==> config.mk <==
export PLATFORM = sky130hd
export DESIGN_NAME = int_to_float
export DESIGN_NICKNAME = d
export VERILOG_FILES = /design/src/rtl/i2f_pkg.sv /design/src/rtl/i2f_lead_one.sv /design/src/rtl/i2f_round.sv /design/src/rtl/int_to_float.sv
export SDC_FILE = /design/constraint.sdc
export NUM_CORES = 1
export LEC_CHECK = 0
export ABC_AREA = 1
export BUFFER_PORTS_ARGS = -buffer_cell sky130_fd_sc_hd__buf_2
export CAP_MARGIN = 20
export CORE_UTILIZATION = 50
export DETAILED_ROUTE_END_ITERATION = 16
export GPL_TIMING_DRIVEN = 0
export PLACE_DENSITY = 0.7
export SYNTH_ARGS = -nofsm -noshare
export SYNTH_HDL_FRONTEND = slang
export SYNTH_HIERARCHICAL = 1
export SYNTH_SLANG_ARGS = --single-unit
==> constraint.sdc <==
create_clock -name clk_i -period 0.8 [get_ports clk_i]
set_input_delay 0 -clock clk_i [delete_from_list [all_inputs] [get_ports clk_i]]
set_output_delay 0 -clock clk_i [all_outputs]
set_load 0.02 [all_outputs]
==> src/rtl/i2f_pkg.sv <==
package i2f_pkg;
  typedef enum logic [1:0] {
    RM_NEAR_EVEN = 2'b00,
    RM_TO_ZERO   = 2'b01,
    RM_DOWN      = 2'b10,
    RM_UP        = 2'b11
  } rnd_mode_e;
endpackage

==> src/rtl/i2f_lead_one.sv <==
module i2f_lead_one #(
  parameter int W     = 32,
  parameter int POS_W = $clog2(W)
) (
  input  logic [W-1:0]     vec_i,
  output logic [POS_W-1:0] pos_o
);
  // highest set bit wins; returns 0 for an all-zero vector
  always_comb begin
    pos_o = '0;
    for (int i = 0; i < W; i++) begin
      if (vec_i[i]) pos_o = POS_W'(i);
    end
  end
endmodule

==> src/rtl/i2f_round.sv <==
module i2f_round
  import i2f_pkg::*;
(
  input  logic      lsb_i,
  input  logic      guard_i,
  input  logic      rnd_i,
  input  logic      sticky_i,
  input  logic      neg_i,
  input  rnd_mode_e mode_i,
  output logic      up_o,
  output logic      inexact_o
);
  assign inexact_o = guard_i | rnd_i | sticky_i;

  always_comb begin
    unique case (mode_i)
      RM_NEAR_EVEN: up_o = guard_i & (rnd_i | sticky_i | lsb_i);
      RM_TO_ZERO:   up_o = 1'b0;
      RM_DOWN:      up_o = neg_i & inexact_o;
      RM_UP:        up_o = ~neg_i & inexact_o;
      default:      up_o = 1'b0;
    endcase
  end
endmodule

==> src/rtl/int_to_float.sv <==
module int_to_float
  import i2f_pkg::*;
#(
  parameter int INT_W  = 32,
  parameter int EXP_W  = 8,
  parameter int FRAC_W = 23,
  localparam int OUT_W = 1 + EXP_W + FRAC_W
) (
  input  logic             clk_i,
  input  logic             rst_ni,
  input  logic             valid_i,
  input  logic [INT_W-1:0] data_i,
  input  logic [1:0]       mode_i,
  output logic             valid_o,
  output logic [OUT_W-1:0] result_o,
  output logic             inexact_o
);
  localparam int SIG_W  = FRAC_W + 1;
  localparam int DROP_W = INT_W - SIG_W;   // needs >= 3
  localparam int POS_W  = $clog2(INT_W);
  localparam int BIAS   = (1 << (EXP_W - 1)) - 1;

  logic             neg;
  logic [INT_W-1:0] mag, norm;
  logic [POS_W-1:0] lead;
  logic [SIG_W-1:0] sig;
  logic             guard, rnd, sticky, up, inx;
  logic [SIG_W:0]   sum;
  logic             carry, is_zero;
  logic [EXP_W-1:0] exp_f;
  logic [FRAC_W-1:0] frac;
  logic [OUT_W-1:0] result_d;

  assign neg     = data_i[INT_W-1];
  assign mag     = neg ? (~data_i + 1'b1) : data_i;
  assign is_zero = (mag == '0);

  i2f_lead_one #(.W(INT_W), .POS_W(POS_W)) u_lead (
    .vec_i (mag),
    .pos_o (lead)
  );

  assign norm   = mag << (POS_W'(INT_W - 1) - lead);
  assign sig    = norm[INT_W-1 -: SIG_W];
  assign guard  = norm[DROP_W-1];
  assign rnd    = norm[DROP_W-2];
  assign sticky = |norm[DROP_W-3:0];

  i2f_round u_round (
    .lsb_i     (sig[0]),
    .guard_i   (guard),
    .rnd_i     (rnd),
    .sticky_i  (sticky),
    .neg_i     (neg),
    .mode_i    (rnd_mode_e'(mode_i)),
    .up_o      (up),
    .inexact_o (inx)
  );

  assign sum   = {1'b0, sig} + (SIG_W+1)'(up);
  assign carry = sum[SIG_W];
  assign frac  = carry ? '0 : sum[FRAC_W-1:0];
  assign exp_f = EXP_W'(BIAS) + EXP_W'(lead) + EXP_W'(carry);

  assign result_d = is_zero ? '0 : {neg, exp_f, frac};

  always_ff @(posedge clk_i or negedge rst_ni) begin
    if (!rst_ni) begin
      valid_o   <= 1'b0;
      result_o  <= '0;
      inexact_o <= 1'b0;
    end else begin
      valid_o <= valid_i;
      if (valid_i) begin
        result_o  <= result_d;
        inexact_o <= inx & ~is_zero;
      end
    end
  end
endmodule

# ---- Word-level counts from Yosys, hierarchy flattened
# Index checks and enable logic that the tools add are counted.
dict set report word_totals {
  ff_bits 34
  input_bits 37
  out_inout_bits 34
  elab_cells 61
}
dict set report classes {
  n_addsub 5
  n_eq_ne 3
  shifts 1
  mux 35
  bitwise 11
  n_reduce_logical 3
}
# cell n
set ops {}
lappend ops {{$mux W5} 16}
lappend ops {{$mux W32} 2}
lappend ops {{$add A32 B1 Y32 const B} 1}
lappend ops {{$logic_not A32 Y1} 1}
lappend ops {{$mux W4} 8}
lappend ops {{$not A32 Y32} 1}
lappend ops {{$shl A32 B5 Y32} 1}
lappend ops {{$add A24 B1 Y25} 1}
lappend ops {{$mux W23} 1}
lappend ops {{$mux W3} 4}
lappend ops {{$add A7 B5 Y8 const A} 1}
lappend ops {{$add A8 B1 Y8} 1}
lappend ops {{$reduce_or A6 Y1} 1}
lappend ops {{$sub A5 B5 Y5 const A} 1}
lappend ops {{$and A1 B1 Y1} 4}
lappend ops {{$eq A2 B2 Y1 const B} 2}
lappend ops {{$mux W2} 2}
lappend ops {{$or A1 B1 Y1} 4}
lappend ops {{$pmux W1 S4} 1}
lappend ops {{$eq A2 B1 Y1 const B} 1}
lappend ops {{$logic_not A2 Y1} 1}
lappend ops {{$not A1 Y1} 2}
lappend ops {{$mux W1} 1}

# ---- Depth between registers and ports, before layout
dict set report logic_depth {
  ltp_word 44
  mapped_depth 64
}

# ---- Modules after synthesis
# The synthesis kept the hierarchy.
# module instances cells_each area_per_inst_um2 seq_area_each_um2
set by_module_without_submodules {}
lappend by_module_without_submodules {int_to_float 1 961 5396.4 850.8}
lappend by_module_without_submodules {i2f_lead_one 1 100 407.9 0.0}
lappend by_module_without_submodules {i2f_round 1 13 71.3 0.0}

# ---- Worst setup path before layout
# Ideal clock, no wire load.
dict set report synth_path {
  path_kind {input-to-reg}
  startpoint {input port data_i[0]}
  endpoint {register result_o[26]}
  setup_time_ns 0.127
  arrival_time_ns 4.937
  setup_slack_ns -4.264
  cell_stages 60
  n_path_buf 1
  cell_sequence {inv_1 > ha_1 > nand2_1 > nor2_1 > nand2_1 > nand3_1 > nand2_1 > bufinv_8 > nand2_1 > nand2_1 > nand2_1 > nand2_1 > nand2_1 > nand2_1 > nand2_1 > nand2_1 > nand2_1 > nand2_1 > [... 24 more ...] > a21oi_1 > nor2_4 > nand2_1 > nand3_1 > nand2_2 > ha_1 > ha_1 > inv_1 > nor2_2 > nand3_4 > nor2_4 > nand2_4 > nor2_8 > nand3_4 > ha_1 > nand3_1 > xor2_1 > o21ai_0}
}
# item line
set synth_lines {}
lappend synth_lines {{start, declared} int_to_float.sv:12} ;# input logic [INT_W-1:0] data_i,
lappend synth_lines {{$not A32 Y32 *} int_to_float.sv:35} ;# assign mag = neg ? (~data_i + 1'b1) : data_i;
lappend synth_lines {{$add A32 B1 Y32 *} int_to_float.sv:35}
lappend synth_lines {{$mux W32 *} int_to_float.sv:35}
lappend synth_lines {{net mag[6]} int_to_float.sv:24} ;# logic [INT_W-1:0] mag, norm;
lappend synth_lines {{$mux W3 * (2 in series)} i2f_lead_one.sv:12} ;# if (vec_i[i]) pos_o = POS_W'(i);
lappend synth_lines {{$mux W4 * (8 in series)} i2f_lead_one.sv:12}
lappend synth_lines {{$mux W5 * (16 in series)} i2f_lead_one.sv:12}
lappend synth_lines {{net lead[0]} int_to_float.sv:25} ;# logic [POS_W-1:0] lead;
lappend synth_lines {{[... 3 more ...]} --}
lappend synth_lines {{net sticky} int_to_float.sv:27} ;# logic guard, rnd, sticky, up, inx;
lappend synth_lines {{$or A1 B1 Y1 (2 in series)} i2f_round.sv:17} ;# RM_NEAR_EVEN: up_o = guard_i & (rnd_i | sticky_i | lsb_i);
lappend synth_lines {{$and A1 B1 Y1} i2f_round.sv:17}
lappend synth_lines {{$pmux W1 S4 *} i2f_round.sv:16} ;# unique case (mode_i)
lappend synth_lines {{net up} int_to_float.sv:27}
lappend synth_lines {{$add A24 B1 Y25 *} int_to_float.sv:60} ;# assign sum = {1'b0, sig} + (SIG_W+1)'(up);
lappend synth_lines {{$add A8 B1 Y8 *} int_to_float.sv:63} ;# assign exp_f = EXP_W'(BIAS) + EXP_W'(lead) + EXP_W'(carry);
lappend synth_lines {{$mux W32 *} int_to_float.sv:65} ;# assign result_d = is_zero ? '0 : {neg, exp_f, frac};
lappend synth_lines {{end signal, assigned} int_to_float.sv:75} ;# result_o <= result_d;
lappend synth_lines {{end, declared} int_to_float.sv:15} ;# output logic [OUT_W-1:0] result_o,
# Mark *: on every way through the listed nets, which the timed path passes. The rest lies on a longest branch.
# A chain may end at the register's enable or synchronous reset.

# ---- Final worst setup path
dict set report layout_path {
  startpoint {input port data_i[1]}
  endpoint {register result_o[27]}
}
# item line
set layout_lines {}
lappend layout_lines {{$not A32 Y32} int_to_float.sv:35}
lappend layout_lines {{$add A32 B1 Y32} int_to_float.sv:35}
lappend layout_lines {{$mux W32 *} int_to_float.sv:35}
lappend layout_lines {{$mux W1} i2f_lead_one.sv:12}
lappend layout_lines {{$mux W2 (2 in series)} i2f_lead_one.sv:12}
lappend layout_lines {{$mux W3 (4 in series)} i2f_lead_one.sv:12}
lappend layout_lines {{$mux W4 (8 in series)} i2f_lead_one.sv:12}
lappend layout_lines {{$mux W5 (16 in series)} i2f_lead_one.sv:12}
lappend layout_lines {{[... 2 more ...]} --}
lappend layout_lines {{net norm[7]} int_to_float.sv:24}
lappend layout_lines {{$or A1 B1 Y1 * (2 in series)} i2f_round.sv:13} ;# assign inexact_o = guard_i | rnd_i | sticky_i;
lappend layout_lines {{net inx} int_to_float.sv:27}
lappend layout_lines {{$and A1 B1 Y1, on equally long branches} {i2f_round.sv:20, i2f_round.sv:19}}
lappend layout_lines {{$pmux W1 S4 *} i2f_round.sv:16}
lappend layout_lines {{net up} int_to_float.sv:27}
lappend layout_lines {{$add A24 B1 Y25 *} int_to_float.sv:60}
lappend layout_lines {{$add A8 B1 Y8 *} int_to_float.sv:63}
lappend layout_lines {{$mux W32 *} int_to_float.sv:65}
# Marks and branches as above.

==> metrics.md <==
| Metric | Value |
|---|---|
| Pleak | about 4.3 nW |
| Area grow syn2layout | 38.0% |
| Critical path type | in -> reg |
| Int Power | 6.67 mW |
| Post-synthesis sequential area ratio | roughly 14% |
| Via density per instance | 5.61 |
| Yosys reg bits | 34 |
| Skew final | 0 ns |
| Syn Nets | 1116 |
| Max_cap viols | 0 |
| Syn. warnings | 6 |
| H-tree levels | 2 |
| Average cell area after synthesis | between 5 and 6 µm² |
| WP data required | between 0.9 and 1 ns |
| IO Count | 71 |
| CTS clk-pin slew, worst paths | 0.06 ns |
| Failing checks | negative hold slack, negative setup slack |
| RSZ-0062 raised after global routing | yes |
| Overall Power | around 12 mW |
| Worst Hold Class | in -> async |
| WL per Instance | approximately 16 µm |
| Post-synth cell types | 42 |
| CP max stage delay | around 0.18 ns |
| Max_slew headroom | 48.5% |
| IO Port Bufs | 70 |
| Clock sinks | 34 |
| Synth async-reset ratio | 100% |
| NetSw | around 5.2 mW |
| Congestion Overflow GR | 0 |
| Met3 Routed Length | approximately 1500 µm |
| Overall routing resource usage | a little over a third |
| Cell count after synthesis | approximately 1100 |
| Hold buffers post-CTS | 1 |
| Die width | between 100 and 150 µm |
| Final Hold Slack | -0.210 ns |
| Slowest cell on the critical path | ha_4 |
| CP most frequent cell | buf_4 |
| Synth Flop Type | dfrtp_1 |
| ANT nets after route | 0 |
| Core ar. | between 10000 and 15000 µm² |
| Actual slew at the worst max-slew pin | between 0.7 and 0.8 ns |
| Pre-antenna DRT Iters | 5 |
| Final cycle utilization of the critical path | 643% |
| Combinational Power Share | about three fifths |
| Clock share of power | roughly 22% |
| CTS Buf Count | 5 |
| Number of global-route vias before repair | roughly 7600 |
| Largest net degree at the start of global routing | 35 |
| Switching Fraction | between 40% and 50% |
| Mapped cell area | roughly 5900 µm² |
| Die height | between 100 and 150 µm |
| Fmax | 0.194 GHz |
| Via count | ~8000 |
| Clock tree buffer depth | 2 |
| DRC Markers | 0 |
| Nets@finish | about 1300 |
| Top Metal Used | met4 |
| Status | finished, violations left |
| Starting DRT DRC Count | 687 |
| Setup TNS | -131.90 ns |
| CTS Root Cell | clkbuf_16 |
| Met2 WL | 9950 µm |
| Num rows | 39 |
| Die area | ~12000 µm² |
| Share of post-route cells with drive strength above 1 | between 20% and 30% |
| First-pass GRT wire length | between 30000 and 40000 µm |
| GP Congestion | 0.941 |
| P per Cell Area | between 1000 and 1500 nW/µm² |
| Detailed Place HPWL | approximately 15000 µm |
| CTS tree | built |
| Skew-Pair Late Insertion Delay | between 0.2 and 0.3 ns |
| Post-synth EDFFs | 0 |
| Sequential power share | approximately a fifth |
| Finish-stage setup viols | 64 |
| Worst-path fanout max | 4 |
| Final period demand of the worst path | 5.14 ns |
| Reg2Reg Depth | 3 |
| DRT Wirelength | roughly 22000 µm |
| Worst setup SP type | input pin |
| Slew Limit Fails | 0 |
| Final WS setup | -4.34 ns |
| Endpoint class of the critical path | flip-flop |
| Starting Density | 51.5% |
| VDD IR max | between 1500 and 2000 µV |
| Met1 Wirelength | between 9000 and 10000 µm |
| Worst EP arrival | between 5 and 6 ns |
| Initial antenna violation count | 0 |
| Endpoints failing hold | 34 |
[Yosys cell counts, drive strengths merged (4+ instances only)]
cell type | instances | share of area, %
xnor2 | 4 | 0.60
nor2 | 118 | 9.9
inv | 117 | 7.5
buf | 29 | 2.5
dfrtp | 34 | 14
clkbuf | 14 | 0.89
nand2 | 394 | 27
xor2 | 14 | 2.2
nand4 | 11 | 1.2
a21oi | 5 | 0.43
o21ai | 41 | 3.6
nor3 | 4 | 0.43
nor4 | 10 | 1.1
nand3 | 257 | 24
ha | 5 | 1.1
[metrics by stage]
stage                     std cells  area, µm²  worst slack (ns)  util, %
after detailed placement       1287       6540             -4.91     57.3
after floorplan                1074       6010             -3.88        -
final                          1387       8110             -4.34     71.0
after global placement         1287       6540             -4.85     57.3
after CTS                      1380       7880             -4.10     69.0
after global routing           1386       8110             -4.74     71.0
[registers in the layout, indices dropped and copies added (netlist names)]
signal	cells
inexact_o	1
result_o	32
valid_o	1
[cells in the final DEF, fill, tap and decap left out, drive strengths merged]
master and count:
diode 1, dlygate4sd3 1, dfrtp 34, nand2 394
xnor2 4, nor4 10, buf 187, a22o 1
nor2 118, o211ai 2, a21boi 3, xor2 14
inv 116, clkinv 4, ha 5, nand3 257
nand4 11, o21bai 2, nor3 4, o31ai 1
bufinv 3, and2 1, clkbuf 21, nand3b 2
a21oi 5, a31oi 2, o21ai 41
[metal layers]
layer	track usage, %	up-vias
li1	-	3800
met2	59.2	357
met4	12.9	0
met5	0	-
met1	47.4	3564
met3	5.16	61
[final cells by class]
class	instances	area, µm²
multi-input combinational	877	4810
clock buffer	5	125
tap	143	179
inverter	120	515
sequential	34	851
buffer	43	258
fill	1000	3310
clock inverter	3	68.8
antenna	1	2.50
timing repair buffer	161	1300
[power groups by stage]
stage / clock [mW] / sequential [mW] / combinational [mW]
after floorplan: 0 / 2.59 / 3.59
after global placement: 0 / 2.19 / 5.33
after detailed placement: 0 / 2.20 / 5.37
after CTS: 2.56 / 2.24 / 6.58
after global routing: 2.66 / 2.28 / 7.73
final: 2.56 / 2.25 / 7.08
[timing repair]
item                       4_1_cts  5_1_grt
hold endpoints to repair        35       34
setup endpoints to repair       65       67
resized for setup              151       46
pin swaps                       47       32
setup buffers                   84       29
[critical path, delay by kind of cell]
kind	cells	cell delay, ns
buf+inv	21	2.41
simple gates	19	1.98
fa+ha+maj	4	0.64
xor+xnor	1	0.16
compound gates	1	0.09
[kinds of logic (layout without fill, tap and decap cells)]
kind of cell	Yosys count	after routing	share of synthesized area (%)
simple gates	797	797	64.7
buf+inv	163	332	11.4
compound gates	57	57	5.56
flops	34	34	14.5
xor+xnor	18	18	2.81
fa+ha+maj	5	5	1.06
other cells	0	1	0
[worst paths after layout]
kind	to	slack [ns]	start
worst min register to register	result_o[16]	0.50	result_o[16]
worst min-delay path	result_o[29]	-0.21	rst_ni
min in group clk_i	result_o[18]	0.04	valid_i
max in group asynchronous	result_o[21]	0.52	rst_ni
worst max register to register	result_o[15]	0.02	result_o[15]
worst max-delay path	result_o[27]	-4.34	data_i[1]
(Power assumes the default switching activity.)
